===== config.mk =====
export PLATFORM = sky130hd
export DESIGN_NAME = vol_ctrl_top
export DESIGN_NICKNAME = d
export VERILOG_FILES = /design/src/rtl/vol_pkg.sv /design/src/rtl/vol_tick_gen.sv /design/src/rtl/vol_zc_det.sv /design/src/rtl/vol_chan.sv /design/src/rtl/vol_ctrl_top.sv
export SDC_FILE = /design/constraint.sdc
export NUM_CORES = 1
export LEC_CHECK = 0
export BUFFER_PORTS_ARGS = -buffer_cell sky130_fd_sc_hd__buf_2
export CAP_MARGIN = 20
export CORE_MARGIN = 2
export CORE_UTILIZATION = 30
export CTS_CLUSTER_SIZE = 20
export DETAILED_ROUTE_END_ITERATION = 10
export PLACE_DENSITY = 0.45
export SLEW_MARGIN = 15
export SYNTH_ARGS = -nofsm -noshare
export SYNTH_HDL_FRONTEND = slang
export SYNTH_SLANG_ARGS = --single-unit

===== constraint.sdc =====
create_clock -name clk_i -period 7.3 [get_ports clk_i]
set_input_delay 1.46 -clock clk_i [delete_from_list [all_inputs] [get_ports clk_i]]
set_output_delay 1.46 -clock clk_i [all_outputs]
set_load 0.01 [all_outputs]

===== src/rtl/vol_pkg.sv =====
package vol_pkg;
  localparam int unsigned FRAC_W = 2;  // 1/8 dB per unit, 4 units per 0.5 dB code
  typedef enum logic [1:0] {STEP_HOLD, STEP_UP, STEP_DN, STEP_JUMP} step_e;
endpackage


===== src/rtl/vol_tick_gen.sv =====
module vol_tick_gen #(
  parameter int unsigned TICK_FRAMES = 1024
) (
  input  logic clk_i,
  input  logic rst_ni,
  input  logic frame_i,
  output logic tick_o
);
  localparam int unsigned CNT_W = $clog2(TICK_FRAMES);
  logic [CNT_W-1:0] cnt_q;

  always_ff @(posedge clk_i or negedge rst_ni) begin
    if (!rst_ni) cnt_q <= '0;
    else if (frame_i) cnt_q <= (cnt_q == CNT_W'(TICK_FRAMES-1)) ? '0 : cnt_q + 1'b1;
  end

  assign tick_o = frame_i && (cnt_q == CNT_W'(TICK_FRAMES-1));
endmodule


===== src/rtl/vol_zc_det.sv =====
module vol_zc_det #(
  parameter int unsigned SAMPLE_W = 16
) (
  input  logic                clk_i,
  input  logic                rst_ni,
  input  logic                frame_i,
  input  logic [SAMPLE_W-1:0] sample_i,
  output logic                zc_o
);
  logic sign_q;

  always_ff @(posedge clk_i or negedge rst_ni) begin
    if (!rst_ni) sign_q <= 1'b0;
    else if (frame_i) sign_q <= sample_i[SAMPLE_W-1];
  end

  assign zc_o = (sample_i == '0) || (sample_i[SAMPLE_W-1] != sign_q);
endmodule


===== src/rtl/vol_chan.sv =====
module vol_chan
  import vol_pkg::*;
#(
  parameter int unsigned VOL_W = 8
) (
  input  logic                    clk_i,
  input  logic                    rst_ni,
  input  logic                    frame_i,
  input  logic                    tick_i,
  input  logic                    zc_i,
  input  logic                    ramp_en_i,
  input  logic                    zc_en_i,
  input  logic [VOL_W-1:0]        target_i,
  output logic [VOL_W+FRAC_W-1:0] level_o,
  output logic                    busy_o
);
  localparam int unsigned LVL_W = VOL_W + FRAC_W;

  logic [VOL_W-1:0] goal_q, goal_d, tgt_q;
  logic [LVL_W-1:0] level_q, aim;
  logic             tick_seen_q, pending, release_now;
  step_e            step;

  assign pending     = target_i != goal_q;
  // second tick after request forces the change
  assign release_now = !zc_en_i || (pending && (zc_i || (tick_i && tick_seen_q)));
  assign goal_d      = release_now ? target_i : goal_q;
  assign aim         = {goal_d, {FRAC_W{1'b0}}};

  always_comb begin
    if (!ramp_en_i)       step = STEP_JUMP;
    else if (aim > level_q) step = STEP_UP;
    else if (aim < level_q) step = STEP_DN;
    else                  step = STEP_HOLD;
  end

  always_ff @(posedge clk_i or negedge rst_ni) begin
    if (!rst_ni) begin
      goal_q      <= '0;
      tgt_q       <= '0;
      level_q     <= '0;
      tick_seen_q <= 1'b0;
    end else if (frame_i) begin
      goal_q <= goal_d;
      tgt_q  <= target_i;
      if (!pending || release_now) tick_seen_q <= 1'b0;
      else if (tick_i)             tick_seen_q <= 1'b1;
      unique case (step)
        STEP_UP:   level_q <= level_q + 1'b1;
        STEP_DN:   level_q <= level_q - 1'b1;
        STEP_JUMP: level_q <= aim;
        default:   level_q <= level_q;
      endcase
    end
  end

  assign level_o = level_q;
  assign busy_o  = level_q != {tgt_q, {FRAC_W{1'b0}}};
endmodule


===== src/rtl/vol_ctrl_top.sv =====
module vol_ctrl_top
  import vol_pkg::*;
#(
  parameter int unsigned NUM_CH      = 2,
  parameter int unsigned SAMPLE_W    = 16,
  parameter int unsigned VOL_W       = 8,
  parameter int unsigned TICK_FRAMES = 1024
) (
  input  logic                               clk_i,
  input  logic                               rst_ni,
  input  logic                               frame_i,
  input  logic [NUM_CH*SAMPLE_W-1:0]         sample_i,
  input  logic [NUM_CH*VOL_W-1:0]            target_i,
  input  logic                               ramp_en_i,
  input  logic                               zc_en_i,
  output logic [NUM_CH*(VOL_W+FRAC_W)-1:0]   gain_o,
  output logic [NUM_CH-1:0]                  busy_o
);
  localparam int unsigned LVL_W = VOL_W + FRAC_W;

  logic tick;

  vol_tick_gen #(.TICK_FRAMES(TICK_FRAMES)) u_tick (
    .clk_i  (clk_i),
    .rst_ni (rst_ni),
    .frame_i(frame_i),
    .tick_o (tick)
  );

  for (genvar c = 0; c < NUM_CH; c++) begin : g_ch
    logic zc;

    vol_zc_det #(.SAMPLE_W(SAMPLE_W)) u_zc (
      .clk_i   (clk_i),
      .rst_ni  (rst_ni),
      .frame_i (frame_i),
      .sample_i(sample_i[c*SAMPLE_W +: SAMPLE_W]),
      .zc_o    (zc)
    );

    vol_chan #(.VOL_W(VOL_W)) u_chan (
      .clk_i    (clk_i),
      .rst_ni   (rst_ni),
      .frame_i  (frame_i),
      .tick_i   (tick),
      .zc_i     (zc),
      .ramp_en_i(ramp_en_i),
      .zc_en_i  (zc_en_i),
      .target_i (target_i[c*VOL_W +: VOL_W]),
      .level_o  (gain_o[c*LVL_W +: LVL_W]),
      .busy_o   (busy_o[c])
    );
  end
endmodule


After elaboration in Yosys (flattened, before gate mapping)
Cells that the tools add are included.
Storage, ports and cells
  bits in registers: 66
  logic and storage cells: 73
  bits in read-only memories: 0
  memories kept: 0
  bits in writable memories: 0
  output and inout bits: 22
  latch bits: 0
  input bits: 53
Operators by class
  shifts and indexed selects: 0
  muxes and demuxes: 14
  order comparisons: 4
  bitwise gates (word level): 0
  div/mod/pow operators: 0
  equal/unequal tests: 13
  multipliers: 0
  reduce and logical (&&, ||, !) cells: 26
  $add $sub $neg: 5
Operators by type and width (number)
  case mux 10 bit (3 select lines): 2
  logical NOT 16 bit: 2
  adder 10 x 1 -> 10 bit (second input constant): 3
  > comparator 10 bit: 2
  less-than comparator 10 bit: 2
  inequality test 10 bit: 2
  subtractor 10 x 1 -> 10 bit (second input constant): 2
  two-way mux 8 bit: 2
  inequality test 8 bit: 2
  two-way mux 2 bit: 6
  equality test 10 bit (second input constant): 1
  two-way mux 10 bit: 1
  equality test 2 bit (second input constant): 4
  logical OR 1 bit: 8
  AND reduction 2 bit: 4
  nonzero test 3 bit: 2
  logical AND 1 bit: 5
  equality test 2 x 1 -> 1 bit (second input constant): 2
  nonzero test 2 bit: 2
  logical NOT 1 bit: 3
  two-way mux 1 bit: 3
  inequality test 1 bit: 2

Logic depth before layout (Yosys ltp)
  word-level depth: 14
  mapped depth: 21
  mapped depth without buffers: 20

Cells and area by module
A second synthesis with hierarchy kept.
Unflattened totals
  cells, all modules: 493
  area, all modules: 4748.3 um^2
Modules (own cells, without submodules)
  vol_chan: sequential area each 675.6 um^2, area an instance 2028.2 um^2, instances 2, cells an instance 214
  vol_tick_gen: sequential area each 250.2 um^2, area an instance 519.2 um^2, instances 1, cells an instance 49
  vol_zc_det: sequential area each 25.0 um^2, area an instance 86.3 um^2, instances 2, cells an instance 8

Least setup slack after synthesis
No wires, ideal clock.
  path type: input to register
  start point: in frame_i
  end point: reg g_ch[1].u_chan.level_q[9]
  setup slack: 1070 ps
  cell stages on the path: 20
  data required time: 7174 ps
  arrival time: 6104 ps
  library setup time: 126 ps
  path buffers: 2
  cells stage by stage: buf_2 -> nand3_1 -> nor3_4 -> a211oi_1 -> a21o_1 -> buf_6 -> mux2_2 -> ha_1 -> a21o_1 -> a21oi_1 -> o22ai_1 -> nor4b_1 -> ha_1 -> a21o_1 -> a41oi_1 -> a31oi_1 -> a31oi_1 -> xnor2_1 -> o21ai_0 -> a221o_1
Between the ends
  longest elaborated chain between the ends: 13
  elaborated cells between the ends (all ways): 17
  those cells by class: 2 x order compare; 3 x eq/ne; 5 x mux; 7 x reduce/logical
RTL lines
  from (decl): line vol_ctrl_top.sv:11  | input logic frame_i,
  logical AND 1 bit (*): line vol_tick_gen.sv:17  | assign tick_o = frame_i && (cnt_q == CNT_W'(TICK_FRAMES-1));
  logical AND 1 bit (*): line vol_chan.sv:26  | assign release_now = !zc_en_i || (pending && (zc_i || (tick_i && tick_seen_q)));
  logical OR 1 bit (*): line vol_chan.sv:26
  logical AND 1 bit (*): line vol_chan.sv:26
  logical OR 1 bit (*): line vol_chan.sv:26
  two-way mux 8 bit (*): line vol_chan.sv:27  | assign goal_d = release_now ? target_i : goal_q;
  named net g_ch[1].u_chan.goal_d[1]: line vol_chan.sv:19  | logic [VOL_W-1:0] goal_q, goal_d, tgt_q;
  less-than comparator 10 bit: line vol_chan.sv:33  | else if (aim < level_q) step = STEP_DN;
  two-way mux 2 bit: line vol_chan.sv:33
  two-way mux 2 bit (*): line vol_chan.sv:32  | else if (aim > level_q) step = STEP_UP;
  two-way mux 2 bit (*): line vol_chan.sv:31  | if (!ramp_en_i) step = STEP_JUMP;
  equality test 2 x 1 -> 1 bit / equality test 2 bit (equally long branches): line vol_chan.sv:48  | unique case (step)
  nonzero test 3 bit (no line)
  AND reduction 2 bit (no line)
  to (signal assigned): line vol_chan.sv:49  | STEP_UP: level_q <= level_q + 1'b1;
  to (signal assigned): line vol_chan.sv:50  | STEP_DN: level_q <= level_q - 1'b1;
  to (signal assigned): line vol_chan.sv:51  | STEP_JUMP: level_q <= aim;
  to (decl): line vol_chan.sv:20  | logic [LVL_W-1:0] level_q, aim;
The timed path passes the listed nets; every way through them passes the cells marked *.
A chain may end at the register's enable or synchronous reset.

Worst setup path in the final report
  start point: in target_i[0]
  end point: reg g_ch[0].u_chan.level_q[9]
Between the ends
  longest elaborated chain between the ends: 11
  elaborated cells between the ends (all ways): 15
  those cells by class: 2 x order compare; 4 x eq/ne; 5 x mux; 4 x reduce/logical
RTL lines
  from (decl): line vol_ctrl_top.sv:13  | input logic [NUM_CH*VOL_W-1:0] target_i,
  inequality test 8 bit (*): line vol_chan.sv:24  | assign pending = target_i != goal_q;
  logical AND 1 bit (*): line vol_chan.sv:26
  logical OR 1 bit (*): line vol_chan.sv:26
  two-way mux 8 bit (*): line vol_chan.sv:27
  named net g_ch[0].u_chan.goal_d[1]: line vol_chan.sv:19
  less-than comparator 10 bit: line vol_chan.sv:33
  two-way mux 2 bit: line vol_chan.sv:33
  two-way mux 2 bit (*): line vol_chan.sv:32
  two-way mux 2 bit (*): line vol_chan.sv:31
  equality test 2 x 1 -> 1 bit / equality test 2 bit (equally long branches): line vol_chan.sv:48
  nonzero test 3 bit (no line)
  AND reduction 2 bit (no line)
  to (signal assigned): line vol_chan.sv:49
  to (signal assigned): line vol_chan.sv:50
  to (signal assigned): line vol_chan.sv:51
  to (decl): line vol_chan.sv:20
Marks and branches as above.

==> flow_summary.json <==
{
  "p_sw_frac": 0.401,
  "grt.busiest_layer": "met2",
  "placementRows": 44,
  "tritoncts": "built",
  "cts_sinks": 66,
  "hpwl_um": 8410,
  "syn2layout_area_growth_pct": 18.7,
  "core-area_sq_um": 14600,
  "cts_setup_buffers": 0,
  "cts_buffers": 9,
  "yosys_warnings": 0,
  "grt_max_degree": 67,
  "synth_edf_count": 0,
  "maxCapViolCount": 0,
  "worstPathMaxFanout": 10,
  "hold_viol": 0,
  "syn_inst": 439,
  "tightest_slew_ns": 0.901,
  "ant_nets": 0,
  "drt_iter0_markers": 217,
  "layout_commonest_cell": "buf_2",
  "clock_skew_ns": 0.00452,
  "p_sw_w": 0.000771,
  "synth-async-reset-ratio": 1.00,
  "cp_data_required_time_ns": 7.48,
  "dieArea_sq_um": 16000,
  "h-tree-depth": 3,
  "ys_types": 52,
  "outcome": "complete, no violations",
  "drt_wl_total_um": 11500,
  "critical_path_class": "in -> reg",
  "synthesis.nets": 527,
  "hp-class": "reg -> reg",
  "layout-drive-gt1-share": 0.282,
  "antenna_found_initial": 0,
  "routed-via-count": 3517,
  "powerDensity_nw_per_um2": 361,
  "clk_pin_slew_ns": 0.05,
  "internal-power_w": 0.00115,
  "grt_pass1_vias": 3663,
  "slew_viol_final": 0,
  "post_cts_resized": 0,
  "fin_crit_sh": 0.802,
  "use_met1": 0.199,
  "cp.arrival_ns": 6.04,
  "gr-usage-met3": 0.0371,
  "dr.pass1.iters": 4,
  "gp_congestion": 0.804,
  "cts-root-buf": "clkbuf_16",
  "die_w_um": 126,
  "synth_area_sq_um": 4500,
  "num_io_pins": 75,
  "stdcell_area_sq_um": 5340,
  "seq_area_frac_synth": 0.367,
  "end_kind": "flip-flop",
  "ys_ff_latch": 66,
  "tns_ns": 0,
  "p_leak_nw": 2.48,
  "final.min_clock_period_ns": 5.85,
  "die_y_um": 126,
  "final_cell_mix": "buf_2, dfrtp_1, mux2_2, xnor2_1, ha_1",
  "pwr-share-comb": 0.475,
  "wl_per_cell_um": 16.4,
  "setup_viol": 0,
  "avgSynthCellArea_sq_um": 10.2,
  "final_util": 0.366,
  "clockPowerShare": 0.215,
  "power_w": 0.00193,
  "cts_hold_buf": 0,
  "diodes": 0,
  "relSlewSlack": 0.399,
  "globalRoute.totalOverflow": 0,
  "critPathLaunchType": "primary input",
  "synthTopCellsByArea": "dfrtp_1, mux2_2, ha_1",
  "max_freq_mhz": 171,
  "port_buffers": 74,
  "yosysTopAreaCellShare": 0.367,
  "rsz0062_at_grt": "no",
  "drc": 0,
  "peakVddDrop_mv": 0.161,
  "synthFlopType": "dfrtp_1",
  "nets": 603,
  "start_util": 0.308,
  "postPlaceCellArea_sq_um": 5060,
  "clock_latency_ns": 0.33,
  "yosysTopAreaCell": "dfrtp_1",
  "clk_path_buf_depth": 2,
  "grt_pass1_wl_um": 19000,
  "power_frac_seq": 0.310,
  "via_per_inst": 5.01,
  "grt_use_met2": 0.243,
  "globalRouteTotalUtil": 0.148
}
metal layers:
metal / share of wire / vias to the layer above / routed length (um)
met1: 0.47 / 1719 / 5400
met5: 0 / - / 0
met3: 0.040 / 11 / 460
li1: - / 1730 / -
met4: 0.0097 / 0 / 111
met2: 0.48 / 57 / 5520
power groups by stage:
stage / Combinational (W) / Sequential, W / Clock, W
2_1_floorplan: 0.000676 / 0.000583 / 0
3_3_place_gp: 0.000903 / 0.000608 / 0
3_5_place_dp: 0.000912 / 0.000607 / 0
4_1_cts: 0.000922 / 0.000601 / 0.000425
5_1_grt: 0.00104 / 0.000616 / 0.000443
6_report: 0.000916 / 0.000597 / 0.000414
stage by stage:
| stage | instances | hold slack [ns] | setup slack (ns) |
|---|---|---|---|
| CTS | 702 | 0.502 | 1.44 |
| global route | 702 | 0.519 | 1.06 |
| finish | 702 | 0.497 | 1.45 |
| global placement | 688 | 0.495 | 1.28 |
| floorplan | 439 | 0.458 | 1.07 |
| detailed placement | 688 | 0.491 | 1.19 |
worst max-delay path, stage by stage:
cell and delay [ns]:
buf_2 0.13, xor2_1 0.16, nor4_1 0.67, a32oi_4 0.35, mux2_2 0.37, ha_1 0.29
a211oi_1 0.21, nor2_1 0.08, nor4_1 0.29, o31a_1 0.47, ha_1 0.32, a21o_1 0.17
a41oi_1 0.27, and3_1 0.21, o21ai_0 0.10, xnor2_1 0.19, mux2i_1 0.20, o21ai_0 0.09
worst paths after layout:
kind,slack (ns),to,cells after the start,startpoint
worst max-delay path,1.45,g_ch[0].u_chan.level_o[9]$_DFFE_PN0P_,18,target_i[0]
worst min-delay path,0.50,u_tick.cnt_q[8]$_DFFE_PN0P_,1,u_tick.cnt_q[8]$_DFFE_PN0P_
worst max register to register,2.23,g_ch[0].u_chan.level_o[9]$_DFFE_PN0P_,18,u_tick.cnt_q[0]$_DFFE_PN0P_
worst min register to register,0.50,u_tick.cnt_q[8]$_DFFE_PN0P_,1,u_tick.cnt_q[8]$_DFFE_PN0P_
max in group asynchronous,5.37,g_ch[1].u_chan.tick_seen_q$_DFFE_PN0P_,2,rst_ni
min in group asynchronous,1.35,g_ch[0].u_chan.tgt_q[5]$_DFFE_PN0P_,2,rst_ni
kinds of logic after synthesis:
group | share of synthesized area
adder cells (fa/ha/maj) | 0.101
AO/OA/AOI/OAI | 0.123
multiplexers | 0.137
buffers and inverters | 0.0381
AND/OR/NAND/NOR | 0.122
XOR/XNOR | 0.113
flip-flops | 0.367
state kept, by name, indices dropped and copies added (netlist names):
name / flops
g_ch.u_chan.tgt_q: 16
g_ch.u_chan.goal_q: 16
g_ch.u_chan.tick_seen_q: 2
g_ch.u_chan.level_o: 20
u_tick.cnt_q: 10
g_ch.u_zc.sign_q: 2
synthesized netlist by cell type, types with 3 or more instances:
cell,n
xnor2_1,39
mux2i_1,4
a21oi_1,18
a22oi_1,5
dfrtp_1,66
nand4_1,13
a41oi_1,3
a31oi_1,7
nor3_1,4
xor2_1,19
a21o_1,12
nor2_1,28
mux2_2,39
a211oi_1,4
inv_1,26
clkbuf_1,6
mux2_4,9
nand3_1,6
o21ai_0,16
ha_1,33
nor4_1,13
nand2_1,31
final cells by class:
| cell class | count | area (sq um) |
|---|---|---|
| well taps | 184 | 230 |
| repair buffers | 78 | 400 |
| inverters | 26 | 97.6 |
| clock buffers | 12 | 267 |
| multi-input cells | 334 | 2680 |
| flip-flops and latches | 66 | 1650 |
| clock inverters | 2 | 12.5 |
| fillers | 1487 | 9250 |
Note: power is estimated with default switching activity, not from simulation.
